**src/rtl/qdac_pkg.sv**
```systemverilog
package qdac_pkg;
    localparam int FRAME_W = 24;
    localparam int DATA_W  = 16;
    localparam int NUM_CH  = 4;
    localparam int ADDR_W  = 2;
    localparam int MODE_W  = 2;

    typedef struct packed {
        logic              pd;
        logic [DATA_W-1:0] word;
    } chan_ent_t;

    typedef enum logic [1:0] {
        LD_STORE  = 2'b00,
        LD_UPDATE = 2'b01,
        LD_SIMUL  = 2'b10,
        LD_BCAST  = 2'b11
    } load_e;

    typedef enum logic [1:0] {
        RX_IDLE  = 2'b00,
        RX_SHIFT = 2'b01,
        RX_HOLD  = 2'b10
    } rx_state_e;
endpackage

```
**src/rtl/qdac_spi_rx.sv**
```systemverilog
module qdac_spi_rx
    import qdac_pkg::*;
#(
    parameter int FRAME_BITS  = FRAME_W,
    parameter int SYNC_STAGES = 2
) (
    input  logic                  clk,
    input  logic                  rst_n,
    input  logic                  sync_n,
    input  logic                  sclk,
    input  logic                  sdin,
    output logic                  frame_vld,
    output logic [FRAME_BITS-1:0] frame
);
    localparam int CNT_W = $clog2(FRAME_BITS);
    localparam logic [CNT_W-1:0] LAST_BIT = CNT_W'(FRAME_BITS - 1);

    logic [SYNC_STAGES-1:0] sclk_pipe, sync_pipe, sdin_pipe;
    logic sclk_d, sync_d;
    logic sclk_s, sync_s, sdin_s, sclk_fall;

    rx_state_e state, nxt;
    logic [CNT_W-1:0]      cnt;
    logic [FRAME_BITS-1:0] sr;

    // input synchronisers
    always_ff @(posedge clk or negedge rst_n) begin
        if (!rst_n) begin
            sclk_pipe <= '1;
            sync_pipe <= '1;
            sdin_pipe <= '0;
            sclk_d    <= 1'b1;
            sync_d    <= 1'b1;
        end else begin
            sclk_pipe <= {sclk_pipe[SYNC_STAGES-2:0], sclk};
            sync_pipe <= {sync_pipe[SYNC_STAGES-2:0], sync_n};
            sdin_pipe <= {sdin_pipe[SYNC_STAGES-2:0], sdin};
            sclk_d    <= sclk_pipe[SYNC_STAGES-1];
            sync_d    <= sync_pipe[SYNC_STAGES-1];
        end
    end

    assign sclk_s    = sclk_pipe[SYNC_STAGES-1];
    assign sync_s    = sync_pipe[SYNC_STAGES-1];
    assign sdin_s    = sdin_pipe[SYNC_STAGES-1];
    assign sclk_fall = sclk_d & ~sclk_s;

    // state register
    always_ff @(posedge clk or negedge rst_n) begin
        if (!rst_n) state <= RX_IDLE;
        else        state <= nxt;
    end

    always_comb begin
        nxt = state;
        unique case (state)
            RX_IDLE:  if (!sync_s) nxt = RX_SHIFT;
            RX_SHIFT: begin
                if (sync_s)                          nxt = RX_IDLE;
                else if (sclk_fall && cnt == LAST_BIT) nxt = RX_HOLD;
            end
            RX_HOLD:  if (sync_s) nxt = RX_IDLE;
            default:  nxt = RX_IDLE;
        endcase
    end

    // outputs and datapath
    always_ff @(posedge clk or negedge rst_n) begin
        if (!rst_n) begin
            cnt       <= '0;
            sr        <= '0;
            frame     <= '0;
            frame_vld <= 1'b0;
        end else begin
            frame_vld <= 1'b0;
            if (state == RX_SHIFT && !sync_s) begin
                if (sclk_fall) begin
                    sr  <= {sr[FRAME_BITS-2:0], sdin_s};
                    cnt <= cnt + 1'b1;
                    if (cnt == LAST_BIT) begin
                        frame     <= {sr[FRAME_BITS-2:0], sdin_s};
                        frame_vld <= 1'b1;
                    end
                end
            end else begin
                cnt <= '0;
            end
        end
    end

    AST_RX_PULSE: assert property (@(posedge clk) disable iff (!rst_n)
        frame_vld |=> !frame_vld);
    AST_RX_HOLD_AFTER_FRAME: assert property (@(posedge clk) disable iff (!rst_n)
        frame_vld |-> state == RX_HOLD);
    AST_RX_ABORT_NO_FRAME: assert property (@(posedge clk) disable iff (!rst_n)
        (state == RX_SHIFT && sync_s) |=> !frame_vld);
    AST_RX_IDLE_NO_FRAME: assert property (@(posedge clk) disable iff (!rst_n)
        (state == RX_IDLE) |=> !frame_vld);
endmodule

```
**src/rtl/qdac_cmd_decode.sv**
```systemverilog
module qdac_cmd_decode
    import qdac_pkg::*;
#(
    parameter int FRAME_BITS = FRAME_W,
    parameter int DBITS      = DATA_W,
    parameter int CHANNELS   = NUM_CH,
    parameter int ABITS      = ADDR_W
) (
    input  logic                  clk,
    input  logic                  rst_n,
    input  logic                  frame_vld,
    input  logic [FRAME_BITS-1:0] frame,
    input  logic [ABITS-1:0]      addr_pin,
    output logic [CHANNELS-1:0]   stg_we,
    output logic [CHANNELS-1:0]   act_new,
    output logic [CHANNELS-1:0]   act_from_stg,
    output chan_ent_t             new_ent
);
    localparam int ADDR_LSB = FRAME_BITS - ABITS;
    localparam int LD_LSB   = DBITS + 4;
    localparam int SEL_LSB  = DBITS + 1;
    localparam int PD_BIT   = DBITS;
    localparam int SEL_W    = $clog2(CHANNELS);

    logic [ABITS-1:0] hdr_addr;
    logic             match;
    load_e            ld;
    logic [SEL_W-1:0] sel;
    logic [CHANNELS-1:0] sel_oh;
    logic             bc_write;

    assign hdr_addr = frame[ADDR_LSB +: ABITS];
    assign match    = (hdr_addr == addr_pin);
    assign ld       = load_e'(frame[LD_LSB +: 2]);
    assign sel      = frame[SEL_LSB +: SEL_W];
    assign sel_oh   = CHANNELS'(1) << sel;
    assign bc_write = frame[SEL_LSB + SEL_W - 1];
    assign new_ent  = '{pd: frame[PD_BIT], word: frame[DBITS-1:0]};

    always_comb begin
        stg_we       = '0;
        act_new      = '0;
        act_from_stg = '0;
        if (frame_vld) begin
            unique case (ld)
                LD_STORE: if (match) stg_we = sel_oh;
                LD_UPDATE: if (match) begin
                    stg_we  = sel_oh;
                    act_new = sel_oh;
                end
                LD_SIMUL: if (match) begin
                    stg_we       = sel_oh;
                    act_new      = sel_oh;
                    act_from_stg = ~sel_oh;
                end
                LD_BCAST: begin
                    if (bc_write) begin
                        stg_we  = '1;
                        act_new = '1;
                    end else begin
                        act_from_stg = '1;
                    end
                end
                default: ;
            endcase
        end
    end

    AST_DEC_MISMATCH: assert property (@(posedge clk) disable iff (!rst_n)
        (frame_vld && !match && ld != LD_BCAST)
        |-> (stg_we == '0 && act_new == '0 && act_from_stg == '0));
    AST_DEC_EXCL: assert property (@(posedge clk) disable iff (!rst_n)
        (act_new & act_from_stg) == '0);
    AST_DEC_IDLE: assert property (@(posedge clk) disable iff (!rst_n)
        !frame_vld |-> (stg_we == '0 && act_new == '0 && act_from_stg == '0));
    AST_DEC_STORE_ONE: assert property (@(posedge clk) disable iff (!rst_n)
        (frame_vld && ld == LD_STORE) |-> ($countones(stg_we) <= 1 && act_new == '0));
endmodule

```
**src/rtl/qdac_chan_bank.sv**
```systemverilog
module qdac_chan_bank
    import qdac_pkg::*;
#(
    parameter int CHANNELS = NUM_CH,
    parameter int DBITS    = DATA_W,
    parameter int MBITS    = MODE_W
) (
    input  logic                      clk,
    input  logic                      rst_n,
    input  logic [CHANNELS-1:0]       stg_we,
    input  logic [CHANNELS-1:0]       act_new,
    input  logic [CHANNELS-1:0]       act_from_stg,
    input  chan_ent_t                 new_ent,
    output logic [CHANNELS*DBITS-1:0] act_code_o,
    output logic [CHANNELS*MBITS-1:0] pd_mode_o,
    output logic [CHANNELS-1:0]       pd_en_o
);
    chan_ent_t stg [CHANNELS];
    chan_ent_t act [CHANNELS];

    for (genvar g = 0; g < CHANNELS; g++) begin : g_ch
        always_ff @(posedge clk or negedge rst_n) begin
            if (!rst_n) begin
                stg[g] <= '0;
                act[g] <= '0;
            end else begin
                if (stg_we[g])            stg[g] <= new_ent;
                if (act_new[g])           act[g] <= new_ent;
                else if (act_from_stg[g]) act[g] <= stg[g];
            end
        end

        assign act_code_o[g*DBITS +: DBITS] = act[g].pd ? '0 : act[g].word;
        assign pd_mode_o[g*MBITS +: MBITS]  = act[g].pd ? act[g].word[DBITS-1 -: MBITS] : '0;
        assign pd_en_o[g]                   = act[g].pd;

        AST_BANK_STG_HOLD: assert property (@(posedge clk) disable iff (!rst_n)
            !stg_we[g] |=> stg[g] == $past(stg[g]));
        AST_BANK_NEW: assert property (@(posedge clk) disable iff (!rst_n)
            act_new[g] |=> act[g] == $past(new_ent));
        AST_BANK_COPY: assert property (@(posedge clk) disable iff (!rst_n)
            act_from_stg[g] |=> act[g] == $past(stg[g]));
        AST_BANK_ACT_HOLD: assert property (@(posedge clk) disable iff (!rst_n)
            (!act_new[g] && !act_from_stg[g]) |=> $stable(act[g]));
    end
endmodule

```
**src/rtl/qdac_serial_if.sv**
```systemverilog
module qdac_serial_if
    import qdac_pkg::*;
#(
    parameter int CHANNELS = NUM_CH,
    parameter int DBITS    = DATA_W,
    parameter int MBITS    = MODE_W,
    parameter int ABITS    = ADDR_W
) (
    input  logic                      clk,
    input  logic                      rst_n,
    input  logic [ABITS-1:0]          addr_pin,
    input  logic                      sync_n,
    input  logic                      sclk,
    input  logic                      sdin,
    output logic [CHANNELS*DBITS-1:0] act_code_o,
    output logic [CHANNELS*MBITS-1:0] pd_mode_o,
    output logic [CHANNELS-1:0]       pd_en_o
);
    localparam int FBITS = DBITS + 8;

    logic              frame_vld;
    logic [FBITS-1:0]  frame;
    logic [CHANNELS-1:0] stg_we, act_new, act_from_stg;
    chan_ent_t         new_ent;

    qdac_spi_rx #(.FRAME_BITS(FBITS), .SYNC_STAGES(2)) u_rx (
        .clk(clk), .rst_n(rst_n), .sync_n(sync_n), .sclk(sclk), .sdin(sdin),
        .frame_vld(frame_vld), .frame(frame)
    );

    qdac_cmd_decode #(.FRAME_BITS(FBITS), .DBITS(DBITS), .CHANNELS(CHANNELS), .ABITS(ABITS)) u_dec (
        .clk(clk), .rst_n(rst_n), .frame_vld(frame_vld), .frame(frame),
        .addr_pin(addr_pin), .stg_we(stg_we), .act_new(act_new),
        .act_from_stg(act_from_stg), .new_ent(new_ent)
    );

    qdac_chan_bank #(.CHANNELS(CHANNELS), .DBITS(DBITS), .MBITS(MBITS)) u_bank (
        .clk(clk), .rst_n(rst_n), .stg_we(stg_we), .act_new(act_new),
        .act_from_stg(act_from_stg), .new_ent(new_ent),
        .act_code_o(act_code_o), .pd_mode_o(pd_mode_o), .pd_en_o(pd_en_o)
    );
endmodule

```
**config.mk**
```make
export PLATFORM = sky130hd
export DESIGN_NAME = qdac_serial_if
export DESIGN_NICKNAME = d
export VERILOG_FILES = /design/src/rtl/qdac_pkg.sv /design/src/rtl/qdac_spi_rx.sv /design/src/rtl/qdac_cmd_decode.sv /design/src/rtl/qdac_chan_bank.sv /design/src/rtl/qdac_serial_if.sv
export SDC_FILE = /design/constraint.sdc
export NUM_CORES = 1
export LEC_CHECK = 0
export CAP_MARGIN = 20
export CORE_AREA = 4 4 206 128
export CTS_CLUSTER_DIAMETER = 80
export DETAILED_ROUTE_END_ITERATION = 16
export DIE_AREA = 0 0 210 132
export DONT_BUFFER_PORTS = 1
export MAX_ROUTING_LAYER = met4
export PLACE_DENSITY_LB_ADDON = 0.08
export SLEW_MARGIN = 25
export SYNTH_ARGS = -nofsm -noshare
export SYNTH_HDL_FRONTEND = slang
export SYNTH_SLANG_ARGS = --single-unit
```
**constraint.sdc**
```tcl
create_clock -name clk -period 3.1 [get_ports clk]
set_clock_uncertainty 0.2 [all_clocks]
set_input_delay 0.155 -clock clk [delete_from_list [all_inputs] [get_ports clk]]
set_output_delay 0.155 -clock clk [all_outputs]
set_load 0.05 [all_outputs]
```
Word-level counts from Yosys, hierarchy flattened
Cells that the tools add are included.

operators by class
  $add $sub $neg = 1
  equal/unequal tests = 11
  shift operators = 1
  multiplexer cells = 36
  bitwise gates (word level) = 3
  reductions and logical operators = 14

operators by type and width
  operator                                                                number
  17-bit two-way mux                                                      8
  16-bit two-way mux                                                      4
  4-bit two-way mux                                                       7
  4-bit one-hot mux with 2 select lines                                   3
  2-bit two-way mux                                                       8
  5-bit two-way mux                                                       2
  2-bit nonzero test                                                      4
  2-bit equality test (second input constant)                             3
  2-bit one-hot mux with 3 select lines                                   1
  3-bit AND reduction                                                     2
  5-bit by 1-bit adder with 5-bit output (second input constant)          1
  5-bit equality test (second input constant)                             1
  2-bit by 1-bit equality test with 1-bit output (second input constant)  2
  2-bit logical NOT                                                       2
  2-bit by 1-bit != test with 1-bit output (second input constant)        2
  4-bit inverter                                                          1
  1-bit by 2-bit << shifter with 4-bit output (first input constant)      1
  1-bit two-way mux                                                       3
  3-bit by 1-bit != test with 1-bit output (second input constant)        1
  3-bit OR reduction                                                      1
  2-bit equality test                                                     1
  1-bit logical AND                                                       2
  2-bit != test (second input constant)                                   1
  2-bit AND reduction                                                     1
  other kinds (4)                                                         4

word-level totals
  flip-flop bits (word level) = 198
  input port bits = 7
  logic and storage cells = 91

Depth between registers and ports, before layout
  depth after elaboration = 7
  gate-level depth with buffers = 9
  depth with buffers taken out = 6

By module
A second synthesis with hierarchy kept.

unflattened totals
  cell total of the unflattened synthesis = 717
  area, all modules = 9137.5 sq um

modules (own cells, without submodules)
  module           times used  cells an instance  area an instance (sq um)  sequential area each (sq um)
  qdac_chan_bank   1           516                6417.4                    3403.3
  qdac_spi_rx      1           142                2313.5                    1557.7
  qdac_cmd_decode  1           59                 406.6                     0.0

Worst setup path before layout
Ideal clock, no wire load.

  path type = register to register
  from = reg u_rx.frame[21]
  to = reg u_bank.stg[39] (netlist bit)
  library setup time = 0.125 ns
  arrival time = 2.099 ns
  data required time = 2.775 ns
  setup slack = 0.676 ns
  cell stages (with the launch flop) = 8
  buffers on the path = 2
  path through = dfrtp_1 > ha_1 > buf_4 > or2_0 > or4_4 > a21oi_4 > buf_12 > mux2_4

between the ends
  longest elaborated chain between the ends = 4

RTL lines
  what                                                                          line                   source
  start: declaration                                                            qdac_spi_rx.sv:13      output logic [FRAME_BITS-1:0] frame
  start signal: assignment                                                      qdac_spi_rx.sv:81      frame <= {sr[FRAME_BITS-2:0], sdin_s};
  2-bit by 1-bit equality test with 1-bit output, or another cell as far along  qdac_cmd_decode.sv:45  unique case (ld)
  3-bit OR reduction (no line)                                                  -
  4-bit one-hot mux with 2 select lines *                                       qdac_cmd_decode.sv:45
  4-bit two-way mux *                                                           qdac_cmd_decode.sv:44  if (frame_vld) begin
  end signal: indexed assignment                                                qdac_chan_bank.sv:27   if (stg_we[g]) stg[g] <= new_ent;
  end: declaration                                                              qdac_chan_bank.sv:18   chan_ent_t stg [CHANNELS];

Every way passes the cells marked *; elsewhere a longest branch is shown, timed or not.
A chain may end at the register's enable or synchronous reset.

Final worst setup path
  from = reg u_rx.frame[21]
  to = reg u_bank.act[34] (netlist bit)

between the ends
  longest elaborated chain between the ends = 5

RTL lines
  what                                                                                   line                   source
  2-bit by 1-bit equality test with 1-bit output or 2-bit equality test (tied branches)  qdac_cmd_decode.sv:45
  2-bit OR reduction (no line)                                                           -
  4-bit one-hot mux with 2 select lines                                                  qdac_cmd_decode.sv:45
  4-bit two-way mux                                                                      qdac_cmd_decode.sv:44
  17-bit two-way mux or 2-bit nonzero test (tied branches)                               -
  end signal: indexed assignment                                                         qdac_chan_bank.sv:28   if (act_new[g]) act[g] <= new_ent;
  end signal: indexed assignment                                                         qdac_chan_bank.sv:29   else if (act_from_stg[g]) act[g] <= stg[g];
  end: declaration                                                                       qdac_chan_bank.sv:19   chan_ent_t act [CHANNELS];

Parallel ways exist; a longest one is shown, timed or not.

==> results.txt <==
Vias - 6436
Slew HR - 38.1%
Hold Slack - -0.783 ns
Reg-to-reg setup timing slack - 0.50 ns
Slowest cell on crit path - and2_0
TritonRoute pass-1 iters - 5
CTS root buf - clkbuf_16
Min Tclk post-route - 2.60 ns
Worst R2R End - u_bank.act[34]
Crit path largest cell delay - 0.77 ns
Max Slew Vio Count - 0
Post-synthesis async set-or-reset flop share - 100%
Buffers added on ports - 0
Hold crit path type - in -> async
CP Capture Type - flip-flop
Synth Warn # - 0
RSZ-0062 raised after global routing - false
Setup TNS Final - 0 ns
Detailed placer's ending HPWL - 15600 um
Outcome - finished with violations
CTS tree - yes
Family with the most delay on the worst path - simple AND/OR/NAND/NOR gates
Critical Path AT - 2.65 ns
WS Path Type - reg -> reg
FF-to-FF path depth - 6
Seq/Total Area, Yosys - 53.9%
Violated checks - negative hold slack
Fillcell total - 2322
Die W - 210 um
Post-Syn Area - 9160 um2
PD cells - 473 nW/um2
#FFs+latches synth - 197
First-pass GRT wire length - 39500 um
Initial core utilization - 37.2%
H-tree levels - 4
Largest net degree at the start of global routing - 198
Core Area - 24700 um2
Tcrit/Tclk final - 83.7%
Mapped Cells - 808
Reg-to-reg critical path startpoint - u_rx.frame[21]
Routed Antenna Nets - 0
Vias per cell - 5.44
Antenna fix cells - 0
Total GRT Usage - 18.6%
CTS buffer count - 17
Row Count - 45
GPL Wtd Cong - 0.778
# hold bufs at CTS - 3
Critical path data required time - 3.16 ns
Primary FF master, synth - dfrtp_1
GRT Residual Overflow - 0
Avg Inst Size Synth - 11.3 um2
WP buf/inv - 1
Post-synth EDFFs - 0
Worst-Skew Late Latency - 0.44 ns
Worst-path clk slew - 0.07 ns
Drt wl/cell - 20.9 um
Number of hold violations in the final report - 197
CP Cell Sequence - ha_1 -> nand2_1 -> or3_1 -> buf_4 -> and2_0 -> a31oi_1
Nets - 853
Share of layout cells above drive strength 1 - 31.9%
Vias in the first global route - 6543
WL final - 24800 um
Slew @ Worst Pin - 0.928 ns
Clock net sink count - 197
Fmax - 385 MHz
Largest buffer count on any clock path - 2
Leak - 4.97 nW
Max Cap Violations - 0
Initial antenna violation count - 0
Cell variety after synth - 49
1st-iter DRT viols - 384
Synthesis-to-layout area growth - 14.9%
# DRC - 0
I/O pin count - 83
Worst vdd rail ir drop - 0.373 mV
Die area - 27700 um2
Largest fanout on the critical path - 18
Element type at the critical path start - flip-flop
Setup-failing EPs final - 0
Syn nets - 819
Die Ht - 132 um
## cell usage in the layout, fill, tap and decap left out, types with 6 or more instances in the layout
cell type | netlist | layout
o22ai_1 | 17 | 17
nand2_1 | 40 | 40
nor2_1 | 6 | 6
a21oi_1 | 17 | 17
and2_1 | 10 | 10
buf_4 | 9 | 91
a31oi_1 | 53 | 53
o21ai_0 | 52 | 52
nor2b_1 | 67 | 67
mux2_4 | 10 | 10
dfrtp_1 | 192 | 192
mux2_2 | 121 | 121
nand3_1 | 52 | 52
clkbuf_16 | 0 | 17
nor3_1 | 36 | 36
## power by group
group | switching (W) | total, W | internal, W
logic | 0.0000214 | 0.0000496 | 0.0000282
registers | 0.0000200 | 0.00262 | 0.00260
clock network | 0.000987 | 0.00231 | 0.00132
## state kept, by name, indices dropped and copies added (netlist names), 4 cells and up
register	count
u_rx.cnt	5
u_bank.stg	68
u_rx.sr	23
u_bank.pd_en_o	4
u_bank.act	64
u_rx.frame	23
## routing by layer
metal  wire (um)  global-route usage [%]
met5           0                       -
met4         219                    3.73
met3        1040                    3.78
met2       11200                    27.1
met1       12300                    27.2
## layout make-up
cell class / instances / area [um2] / area share, %
flip-flops and latches: 197 / 4940 / 46.9
multi-input cells: 528 / 3840 / 36.5
repair buffers: 94 / 713 / 6.78
clock buffers: 21 / 460 / 4.37
well taps: 329 / 412 / 3.91
clock inverters: 11 / 149 / 1.41
inverters: 4 / 15.0 / 0.143
## Yosys cell counts, types with 6 or more instances
library cell	count	area share, %
buf_2	14	0.76
nor2b_1	67	4.6
nor2_1	6	0.25
buf_4	9	0.74
and2_1	10	0.68
a31oi_1	53	3.6
dfrtp_1	192	52
nor3_1	36	2.0
o22ai_1	17	1.2
nand2_1	40	1.6
clkbuf_1	36	1.5
a21oi_1	17	0.93
buf_1	18	0.74
o21ai_0	52	2.8
nand3_1	52	2.8
mux2_4	10	1.6
mux2_2	121	15
## worst max-delay path by stage
stage,start,end,slack [ns],depth (start not counted)
2_1_floorplan,u_rx.frame[21],u_bank.stg[39],0.68,7
3_3_place_gp,u_rx.frame[20],u_bank.stg[38],0.62,6
3_5_place_dp,u_rx.frame[21],u_bank.act[34],0.54,6
4_1_cts,u_rx.frame[21],u_bank.act[34],0.53,6
5_1_grt,u_rx.frame[21],u_bank.act[47],0.26,6
6_report,u_rx.frame[21],u_bank.act[34],0.50,6
## timing repair
action	in CTS	in global routing
endpoints found under the hold margin	200	197
resized for setup	0	0
setup buffers	0	0
## stage by stage
step                      std cells  util [%]  total power (W)  setup slack, ns  instance area (um2)
after global routing           1184      42.7          0.00516            0.258                10500
after detailed placement       1149      40.1          0.00272            0.541                 9890
after CTS                      1184      42.7          0.00503            0.530                10500
after global placement         1149      40.1          0.00271            0.621                 9890
final                          1184      42.7          0.00498            0.504                10500
after floorplan                 808         -          0.00270            0.676                 9160
## cell families (layout without fill, tap and decap cells)
logic type                 count (synthesis)  in the layout  share of synthesized area, %
and+or+nand+nor                          233            233                          13.9
DFF                                      197            197                          53.9
AOI/OAI and AO/OA                        151            151                          10.1
muxes                                    132            132                          16.6
buffers and inverters                     83            130                          4.22
xor gates and xnor gates                   8              8                         0.765
adders and majority gates                  4              4                         0.546
Note: power is estimated with default switching activity, not from simulation.
